$ cat config.mk
export PLATFORM = sky130hd
export DESIGN_NAME = axi_err_slave
export DESIGN_NICKNAME = d
export VERILOG_FILES = /design/src/rtl/axerr_pkg.sv /design/src/rtl/axerr_beat_cnt.sv /design/src/rtl/axerr_wr_chan.sv /design/src/rtl/axerr_rd_chan.sv /design/src/rtl/axi_err_slave.sv
export SDC_FILE = /design/constraint.sdc
export NUM_CORES = 1
export LEC_CHECK = 0
export ABC_AREA = 1
export ABC_CLOCK_PERIOD_IN_PS = 2300
export BUFFER_PORTS_ARGS = -buffer_cell sky130_fd_sc_hd__buf_4
export CORE_MARGIN = 4
export CORE_UTILIZATION = 45
export DETAILED_ROUTE_END_ITERATION = 16
export GPL_ROUTABILITY_DRIVEN = 0
export PLACE_DENSITY_LB_ADDON = 0.08
export SLEW_MARGIN = 20
export SYNTH_ARGS = -nofsm -noshare
export SYNTH_HDL_FRONTEND = slang
export SYNTH_SLANG_ARGS = --single-unit
$ cat constraint.sdc
create_clock -name clk -period 2.3 [get_ports clk]
set_input_delay 0.23 -clock clk [delete_from_list [all_inputs] [get_ports clk]]
set_output_delay 0.23 -clock clk [all_outputs]
set_load 0.03 [all_outputs]
$ cat src/rtl/axerr_pkg.sv
package axerr_pkg;

  typedef logic [1:0] resp_t;

  localparam resp_t RESP_SLVERR = 2'b10;
  localparam resp_t RESP_DECERR = 2'b11;

  typedef enum logic [1:0] {
    WR_ADDR = 2'd0,
    WR_DATA = 2'd1,
    WR_RESP = 2'd2
  } wr_state_t;

  typedef enum logic {
    RD_ADDR  = 1'b0,
    RD_BURST = 1'b1
  } rd_state_t;

  function automatic resp_t pick_code(input bit use_slverr);
    return use_slverr ? RESP_SLVERR : RESP_DECERR;
  endfunction

endpackage

$ cat src/rtl/axerr_beat_cnt.sv
module axerr_beat_cnt #(
  parameter int LEN_W = 8
) (
  input  logic             clk,
  input  logic             rst,
  input  logic             load,
  input  logic [LEN_W-1:0] load_val,
  input  logic             dec,
  output logic             at_zero
);

  logic [LEN_W-1:0] remain_q;

  always_ff @(posedge clk) begin
    if (rst) begin
      remain_q <= '0;
    end else if (load) begin
      remain_q <= load_val;
    end else if (dec && remain_q != '0) begin
      remain_q <= remain_q - 1'b1;
    end
  end

  assign at_zero = (remain_q == '0);

  // a beat is consumed before the counter has finished (the last beat ends the burst instead)
  a_r4_no_underflow: assert property (@(posedge clk) disable iff (rst)
    dec && !at_zero |=> ($past(remain_q) - 1'b1) == remain_q);

  a_r4_load_dec_excl: assert property (@(posedge clk) disable iff (rst)
    !(load && dec));

endmodule

$ cat src/rtl/axerr_wr_chan.sv
module axerr_wr_chan
  import axerr_pkg::*;
#(
  parameter int ID_W       = 4,
  parameter bit USE_SLVERR = 1'b0
) (
  input  logic            clk,
  input  logic            rst,
  input  logic            awvalid,
  output logic            awready,
  input  logic [ID_W-1:0] awid,
  input  logic            wvalid,
  output logic            wready,
  input  logic            wlast,
  output logic            bvalid,
  input  logic            bready,
  output logic [ID_W-1:0] bid,
  output logic [1:0]      bresp
);

  localparam resp_t ERR_CODE = pick_code(USE_SLVERR);

  wr_state_t       state_q;
  logic [ID_W-1:0] id_q;
  logic            aw_hs, w_hs, b_hs;

  assign aw_hs = awvalid && awready;
  assign w_hs  = wvalid && wready;
  assign b_hs  = bvalid && bready;

  always_ff @(posedge clk) begin
    if (rst) begin
      state_q <= WR_ADDR;
      id_q    <= '0;
    end else begin
      case (state_q)
        WR_ADDR: if (aw_hs) begin
          state_q <= WR_DATA;
          id_q    <= awid;
        end
        WR_DATA: if (w_hs && wlast) state_q <= WR_RESP;
        WR_RESP: if (b_hs) state_q <= WR_ADDR;
        default: state_q <= WR_ADDR;
      endcase
    end
  end

  assign awready = (state_q == WR_ADDR);
  assign wready  = (state_q == WR_DATA);
  assign bvalid  = (state_q == WR_RESP);
  assign bid     = id_q;
  assign bresp   = ERR_CODE;

  // the response appears only right after the last data beat handshake
  a_r2_resp_after_last: assert property (@(posedge clk) disable iff (rst)
    $rose(bvalid) |-> $past(wvalid && wready && wlast));

  // response holds until taken
  a_r7_b_hold: assert property (@(posedge clk) disable iff (rst)
    bvalid && !bready |=> bvalid && $stable(bid) && $stable(bresp));

  // no new write address while a write is open
  a_r8_aw_block: assert property (@(posedge clk) disable iff (rst)
    (wready || bvalid) |-> !awready);

  // data is taken only while a burst is open
  a_r2_wready_excl: assert property (@(posedge clk) disable iff (rst)
    $onehot0({awready, wready, bvalid}));

endmodule

$ cat src/rtl/axerr_rd_chan.sv
module axerr_rd_chan
  import axerr_pkg::*;
#(
  parameter int ID_W       = 4,
  parameter int LEN_W      = 8,
  parameter int DATA_W     = 32,
  parameter bit USE_SLVERR = 1'b0
) (
  input  logic              clk,
  input  logic              rst,
  input  logic              arvalid,
  output logic              arready,
  input  logic [ID_W-1:0]   arid,
  input  logic [LEN_W-1:0]  arlen,
  output logic              rvalid,
  input  logic              rready,
  output logic [ID_W-1:0]   rid,
  output logic [DATA_W-1:0] rdata,
  output logic [1:0]        rresp,
  output logic              rlast
);

  localparam resp_t ERR_CODE = pick_code(USE_SLVERR);

  rd_state_t       state_q;
  logic [ID_W-1:0] id_q;
  logic            ar_hs, r_hs, cnt_zero;

  assign ar_hs = arvalid && arready;
  assign r_hs  = rvalid && rready;

  axerr_beat_cnt #(.LEN_W(LEN_W)) beat_cnt_i (
    .clk      (clk),
    .rst      (rst),
    .load     (ar_hs),
    .load_val (arlen),
    .dec      (r_hs && !cnt_zero),
    .at_zero  (cnt_zero)
  );

  always_ff @(posedge clk) begin
    if (rst) begin
      state_q <= RD_ADDR;
      id_q    <= '0;
    end else begin
      case (state_q)
        RD_ADDR: if (ar_hs) begin
          state_q <= RD_BURST;
          id_q    <= arid;
        end
        RD_BURST: if (r_hs && cnt_zero) state_q <= RD_ADDR;
        default: state_q <= RD_ADDR;
      endcase
    end
  end

  assign arready = (state_q == RD_ADDR);
  assign rvalid  = (state_q == RD_BURST);
  assign rid     = id_q;
  assign rdata   = '0;
  assign rresp   = ERR_CODE;
  assign rlast   = rvalid && cnt_zero;

  // after the last beat is taken the burst is over
  a_r4_last_ends: assert property (@(posedge clk) disable iff (rst)
    rvalid && rready && rlast |=> !rvalid && arready);

  // a non-last beat taken leaves the burst open
  a_r4_not_last_continues: assert property (@(posedge clk) disable iff (rst)
    rvalid && rready && !rlast |=> rvalid);

  // beat holds until taken
  a_r7_r_hold: assert property (@(posedge clk) disable iff (rst)
    rvalid && !rready |=> rvalid && $stable(rlast) && $stable(rid));

  // no new read address during a burst
  a_r8_ar_block: assert property (@(posedge clk) disable iff (rst)
    rvalid |-> !arready);

  // zero data on every beat
  a_r5_zero_data: assert property (@(posedge clk) disable iff (rst)
    rvalid |-> rdata == '0);

endmodule

$ cat src/rtl/axi_err_slave.sv
module axi_err_slave #(
  parameter int ID_W       = 4,
  parameter int LEN_W      = 8,
  parameter int DATA_W     = 32,
  parameter bit USE_SLVERR = 1'b0
) (
  input  logic              clk,
  input  logic              rst,
  input  logic              awvalid,
  output logic              awready,
  input  logic [ID_W-1:0]   awid,
  input  logic              wvalid,
  output logic              wready,
  input  logic              wlast,
  output logic              bvalid,
  input  logic              bready,
  output logic [ID_W-1:0]   bid,
  output logic [1:0]        bresp,
  input  logic              arvalid,
  output logic              arready,
  input  logic [ID_W-1:0]   arid,
  input  logic [LEN_W-1:0]  arlen,
  output logic              rvalid,
  input  logic              rready,
  output logic [ID_W-1:0]   rid,
  output logic [DATA_W-1:0] rdata,
  output logic [1:0]        rresp,
  output logic              rlast
);

  axerr_wr_chan #(.ID_W(ID_W), .USE_SLVERR(USE_SLVERR)) wr_i (
    .clk     (clk),
    .rst     (rst),
    .awvalid (awvalid),
    .awready (awready),
    .awid    (awid),
    .wvalid  (wvalid),
    .wready  (wready),
    .wlast   (wlast),
    .bvalid  (bvalid),
    .bready  (bready),
    .bid     (bid),
    .bresp   (bresp)
  );

  axerr_rd_chan #(.ID_W(ID_W), .LEN_W(LEN_W), .DATA_W(DATA_W),
                  .USE_SLVERR(USE_SLVERR)) rd_i (
    .clk     (clk),
    .rst     (rst),
    .arvalid (arvalid),
    .arready (arready),
    .arid    (arid),
    .arlen   (arlen),
    .rvalid  (rvalid),
    .rready  (rready),
    .rid     (rid),
    .rdata   (rdata),
    .rresp   (rresp),
    .rlast   (rlast)
  );

  // both channels carry the same error code
  a_r6_same_code: assert property (@(posedge clk) disable iff (rst)
    bvalid && rvalid |-> bresp == rresp);

endmodule

* Word level (Yosys, flattened, before mapping)
Cells that the tools add are included.
Word-level totals: register bits after elaboration 19, input port bits 24, output and inout bits 50
Operators by class: $add $sub $neg 1, equal/unequal tests 5, muxes and demuxes 9, bitwise gates (word level) 1, reduce and logical (&&, ||, !) cells 18
Operator list (count):
- $mux W8 | 2
- $logic_and A1 B1 Y1 | 10
- $logic_not A8 Y1 | 1
- $reduce_bool A8 Y1 | 1
- $sub A8 B1 Y8 const B | 1
- $mux W2 | 3
- $ne A2 B2 Y1 const B | 3
- $pmux W2 S3 | 1
- $reduce_and A2 Y1 | 2
- $reduce_and A3 Y1 | 1
- $eq A2 B1 Y1 const B | 1
- $eq A2 B2 Y1 const B | 1
- $logic_not A2 Y1 | 1
- $mux W1 | 2
- $pmux W1 S2 | 1
- $reduce_bool A2 Y1 | 1
- $logic_not A1 Y1 | 1
- $not A1 Y1 | 1

* Depth between registers and ports, before layout
depth after elaboration 6, mapped depth 8, depth with buffers taken out 8

* By module
From an unflattened synthesis, not the netlist that was laid out.
Unflattened totals: cell total of the unflattened synthesis 220, area total of the unflattened synthesis 1395.1 sq um
Modules (own cells, without submodules):
- axerr_beat_cnt | times used 1, cells an instance 104, area an instance 600.6 sq um, seq. area each 160.2 sq um
- axerr_rd_chan | times used 1, cells an instance 72, area an instance 495.5 sq um, seq. area each 100.1 sq um
- axerr_wr_chan | times used 1, cells an instance 44, area an instance 299.0 sq um, seq. area each 120.1 sq um

* Worst setup path before layout
OpenSTA, ideal clock, no wires.
path kind flip-flop to output port, from reg rd_i.state_q (netlist: rd_i.rvalid), to out rlast, data arrival time 1.528 ns, path slack 0.542 ns, cell stages (with the launch flop) 3, buffers on the path 0, path through dfxtp_1 > inv_1 > nor3_1
On the way: cells in the longest elaborated chain, start to end 1
Ends and longest elaborated chain:
- start: declaration | RTL line axerr_rd_chan.sv:25 | rd_state_t state_q;
- start signal: assignment | RTL line axerr_rd_chan.sv:43 | state_q <= RD_ADDR;
- start signal: assignment | RTL line axerr_rd_chan.sv:48 | state_q <= RD_BURST;
- start signal: assignment | RTL line axerr_rd_chan.sv:51 | RD_BURST: if (r_hs && cnt_zero) state_q <= RD_ADDR;
- $logic_and A1 B1 Y1 | RTL line axerr_rd_chan.sv:62 | assign rlast = rvalid && cnt_zero;
- end: declaration | RTL line axi_err_slave.sv:28 | output logic rlast
No other way between the ends.

* Final worst setup path
from reg rd_i.beat_cnt_i.remain_q[1], to out rlast
On the way: cells in the longest elaborated chain, start to end 2
Ends and longest elaborated chain:
- start: declaration | RTL line axerr_beat_cnt.sv:12 | logic [LEN_W-1:0] remain_q;
- start signal: assignment | RTL line axerr_beat_cnt.sv:18 | remain_q <= load_val;
- start signal: assignment | RTL line axerr_beat_cnt.sv:20 | remain_q <= remain_q - 1'b1;
- $logic_not A8 Y1 | RTL line axerr_beat_cnt.sv:24 | assign at_zero = (remain_q == '0);
- $logic_and A1 B1 Y1 | RTL line axerr_rd_chan.sv:62
No other way between the ends.

==> flow_summary.yaml <==
run_status:
  status: "finished, final reports clean"
routing:
  vias_per_cell: 4.53
  finalWirelength_mm: 2.68
  drt_iter0_drc: 34
  first_pass_iters: 4
  vias: 1129
  wl_per_cell_um: 10.8
  drc: 0
  antenna_left: 0
clock_tree:
  clk_pin_slew_worst_paths_ns: 0.11
  insertion_delay_ns: 0.31
  clock-sinks: 19
  holdBufCountCts: 0
  cts_setup_buffers: 0
  cts-root-buf: "clkbuf_4"
  numCtsBuffers: 3
  cts_resized: 0
  cts_tree: "done"
  cts_buffer_depth: 2
  h-tree-depth: 1
synth:
  synth-warning-count: 0
  synth-xor-area-share_pct: 0.699
  synthAdderAreaFrac_pct: 2.00
  netlist_instances: 182
  ys_seq_elements: 19
  synth_area_per_cell_sq_um: 6.88
  synth_cell_type_count: 25
  syn-cell-area_sq_um: 1250
  synth_top_family_by_area: "buffers and inverters"
  synth_simple_gate_area_share_pct: 27.4
  synth_mux_area_share_pct: 0.799
  yosysSeqAreaShare_pct: 30.4
  synth_compound_area_share_pct: 10.7
placed_design:
  placed_cells: 245
  port_buffers: 37
  dp_hpwl_mm: 2.17
hold_path:
  hp-class: "in -> reg"
  min_from: "rst"
  min_path_cells: 2
  min_to: "rd_i.beat_cnt_i.remain_q[5]"
timing:
  fin_skew_ns: 0.00430
  fin_crit_sh_pct: 73.6
  period_needed_ns: 1.69
  finalSetupViolations: 0
  finalMaxSlewViolations: 0
  fin_setup_tns_ns: 0
  max_freq_mhz: 591
  holdWs_ns: 0.111
  rsz0062_at_grt: "no"
  hold_viol: 0
critical_path:
  worstReg2RegEnd: "rd_i.beat_cnt_i.remain_q[0]"
  critPathRequiredTime_ns: 2.07
  cp.arrival_ns: 1.46
  path_max_fanout: 3
  critPathLaunchType: "flip-flop"
  path_class: "reg -> out"
  endpoint_kind: "primary output"
  reg2regPathDepth: 7
  r2r_start: "rd_i.rvalid"
  r2r_slack_ns: 0.73
floorplan:
  die_h_um: 60.8
  initial_core_util_pct: 48.8
  core_area_sq_um: 2570
  die_area_sq_um: 3690
  core.rowCount: 18
  die_x_um: 60.8
  pin_count: 74
power:
  total_leakage_power_nw: 0.753
  switching_share_pct: 42.3
  p_clk_share_pct: 17.9
  p_comb_share_pct: 41.4
  cellPowerDensity_nw_per_um2: 673
  seqPwrFrac_pct: 40.8
  internal-power_w: 0.000561
  p_total_w: 0.000972
  switchingPower_w: 0.000411
  ir_drop_uv: 474
finish:
  fin_cells: 249
  drive_gt1_share_pct: 23.3
  layout.cells.most_common_list: "buf_4 (37), conb_1 (36), nor2_1 (33)"
  final_common_cell: "buf_4"
  fin_nets: 246
  n_antenna_cell: 0
  final_util_pct: 56.2
  area_delta_synth_final_pct: 15.3
grt:
  antenna_found_initial: 0
  grt.overflow.total: 0
  grt_start_max_net_pins: 16
  grt_pass1_vias: 947
  grt_use_total_pct: 13.7
  grt_pass1_wl_mm: 3.86
run:
  maxCapViolations: 0
final cells by class:
type                    instances  area, sq um
clock buffers                   3         22.5
clock inverters                 1         5.00
fillers                       260         1120
inverters                      16         65.1
multi-input cells             143          656
flip-flops and latches         19          380
well taps                      30         37.5
repair buffers                 37          278
power by group through the flow:
stage	sequential, W	combinational, W	clock (W)
finish	0.000396	0.000402	0.000174
detailed placement	0.000403	0.000401	0
floorplan	0.000425	0.000320	0
global placement	0.000403	0.000395	0
global route	0.000402	0.000442	0.000192
CTS	0.000396	0.000404	0.000181
cell families after synthesis:
logic type	count (synthesis)
XOR/XNOR	1
buffers and inverters	54
multiplexers	1
AO/OA/AOI/OAI	26
flip-flops	19
adder cells (fa/ha/maj)	2
other	2
AND/OR/NAND/NOR	77
per-layer routing:
layer	vias to the layer above	wire, um	GRT usage, %
li1	576	-	-
met2	50	1350	24.0
met1	500	1040	16.7
met5	-	0	0
met4	0	15	1.86
met3	3	274	4.47
worst max-delay path, stage by stage (launching register included):
cell	delay, ns
dfxtp_1	0.35
inv_1	0.10
ha_1	0.15
nand3_1	0.14
nor3_1	0.22
buf_4	0.20
per-stage QoR:
step / setup slack, ns / area (sq um)
after CTS: 0.594 / 1440
after global routing: 0.528 / 1440
after global placement: 0.746 / 1420
final: 0.608 / 1440
after floorplan: 0.542 / 1380
after detailed placement: 0.734 / 1420
worst max-delay path by stage:
stage	startpoint	to	slack, ns	depth (start not counted)
after floorplan	rd_i.rvalid	rlast	0.54	2
final	rd_i.beat_cnt_i.remain_q[1]	rlast	0.61	5
after global placement	rd_i.rvalid	rd_i.beat_cnt_i.remain_q[0]	0.75	7
after global routing	rd_i.beat_cnt_i.remain_q[1]	rlast	0.53	5
after detailed placement	rd_i.rvalid	rd_i.beat_cnt_i.remain_q[1]	0.73	7
after CTS	rd_i.beat_cnt_i.remain_q[1]	rlast	0.59	5
sequential cells by signal (all words and copies together), names as in the netlist:
register	cells
rd_i.beat_cnt_i.remain_q	8
rd_i.rid	4
rd_i.rvalid	1
wr_i.bid	4
wr_i.state_q	2
Yosys cell counts:
| library cell | count | area [sq um] |
|---|---|---|
| clkinv_4 | 1 | 8.76 |
| or2_2 | 4 | 25.0 |
| ha_1 | 2 | 25.0 |
| inv_1 | 14 | 52.6 |
| nand4_1 | 1 | 6.26 |
| nand3_1 | 13 | 65.1 |
| xor2_1 | 1 | 8.76 |
| buf_4 | 36 | 270 |
| nand2_4 | 1 | 11.3 |
| clkbuf_1 | 1 | 3.75 |
| o21ai_2 | 1 | 8.76 |
| dfxtp_1 | 19 | 380 |
| buf_2 | 1 | 5.00 |
| a21oi_1 | 8 | 40.0 |
| conb_1 | 2 | 7.51 |
| o21ai_0 | 12 | 60.1 |
| nor2_4 | 1 | 11.3 |
| mux2i_1 | 1 | 10.0 |
| o21ai_1 | 5 | 25.0 |
| nor3_1 | 1 | 5.00 |
| nand2_1 | 20 | 75.1 |
| nand2_2 | 2 | 12.5 |
| nor2_1 | 33 | 124 |
| clkinv_1 | 1 | 3.75 |
| nand3b_1 | 1 | 7.51 |
(Power assumes the default switching activity.)
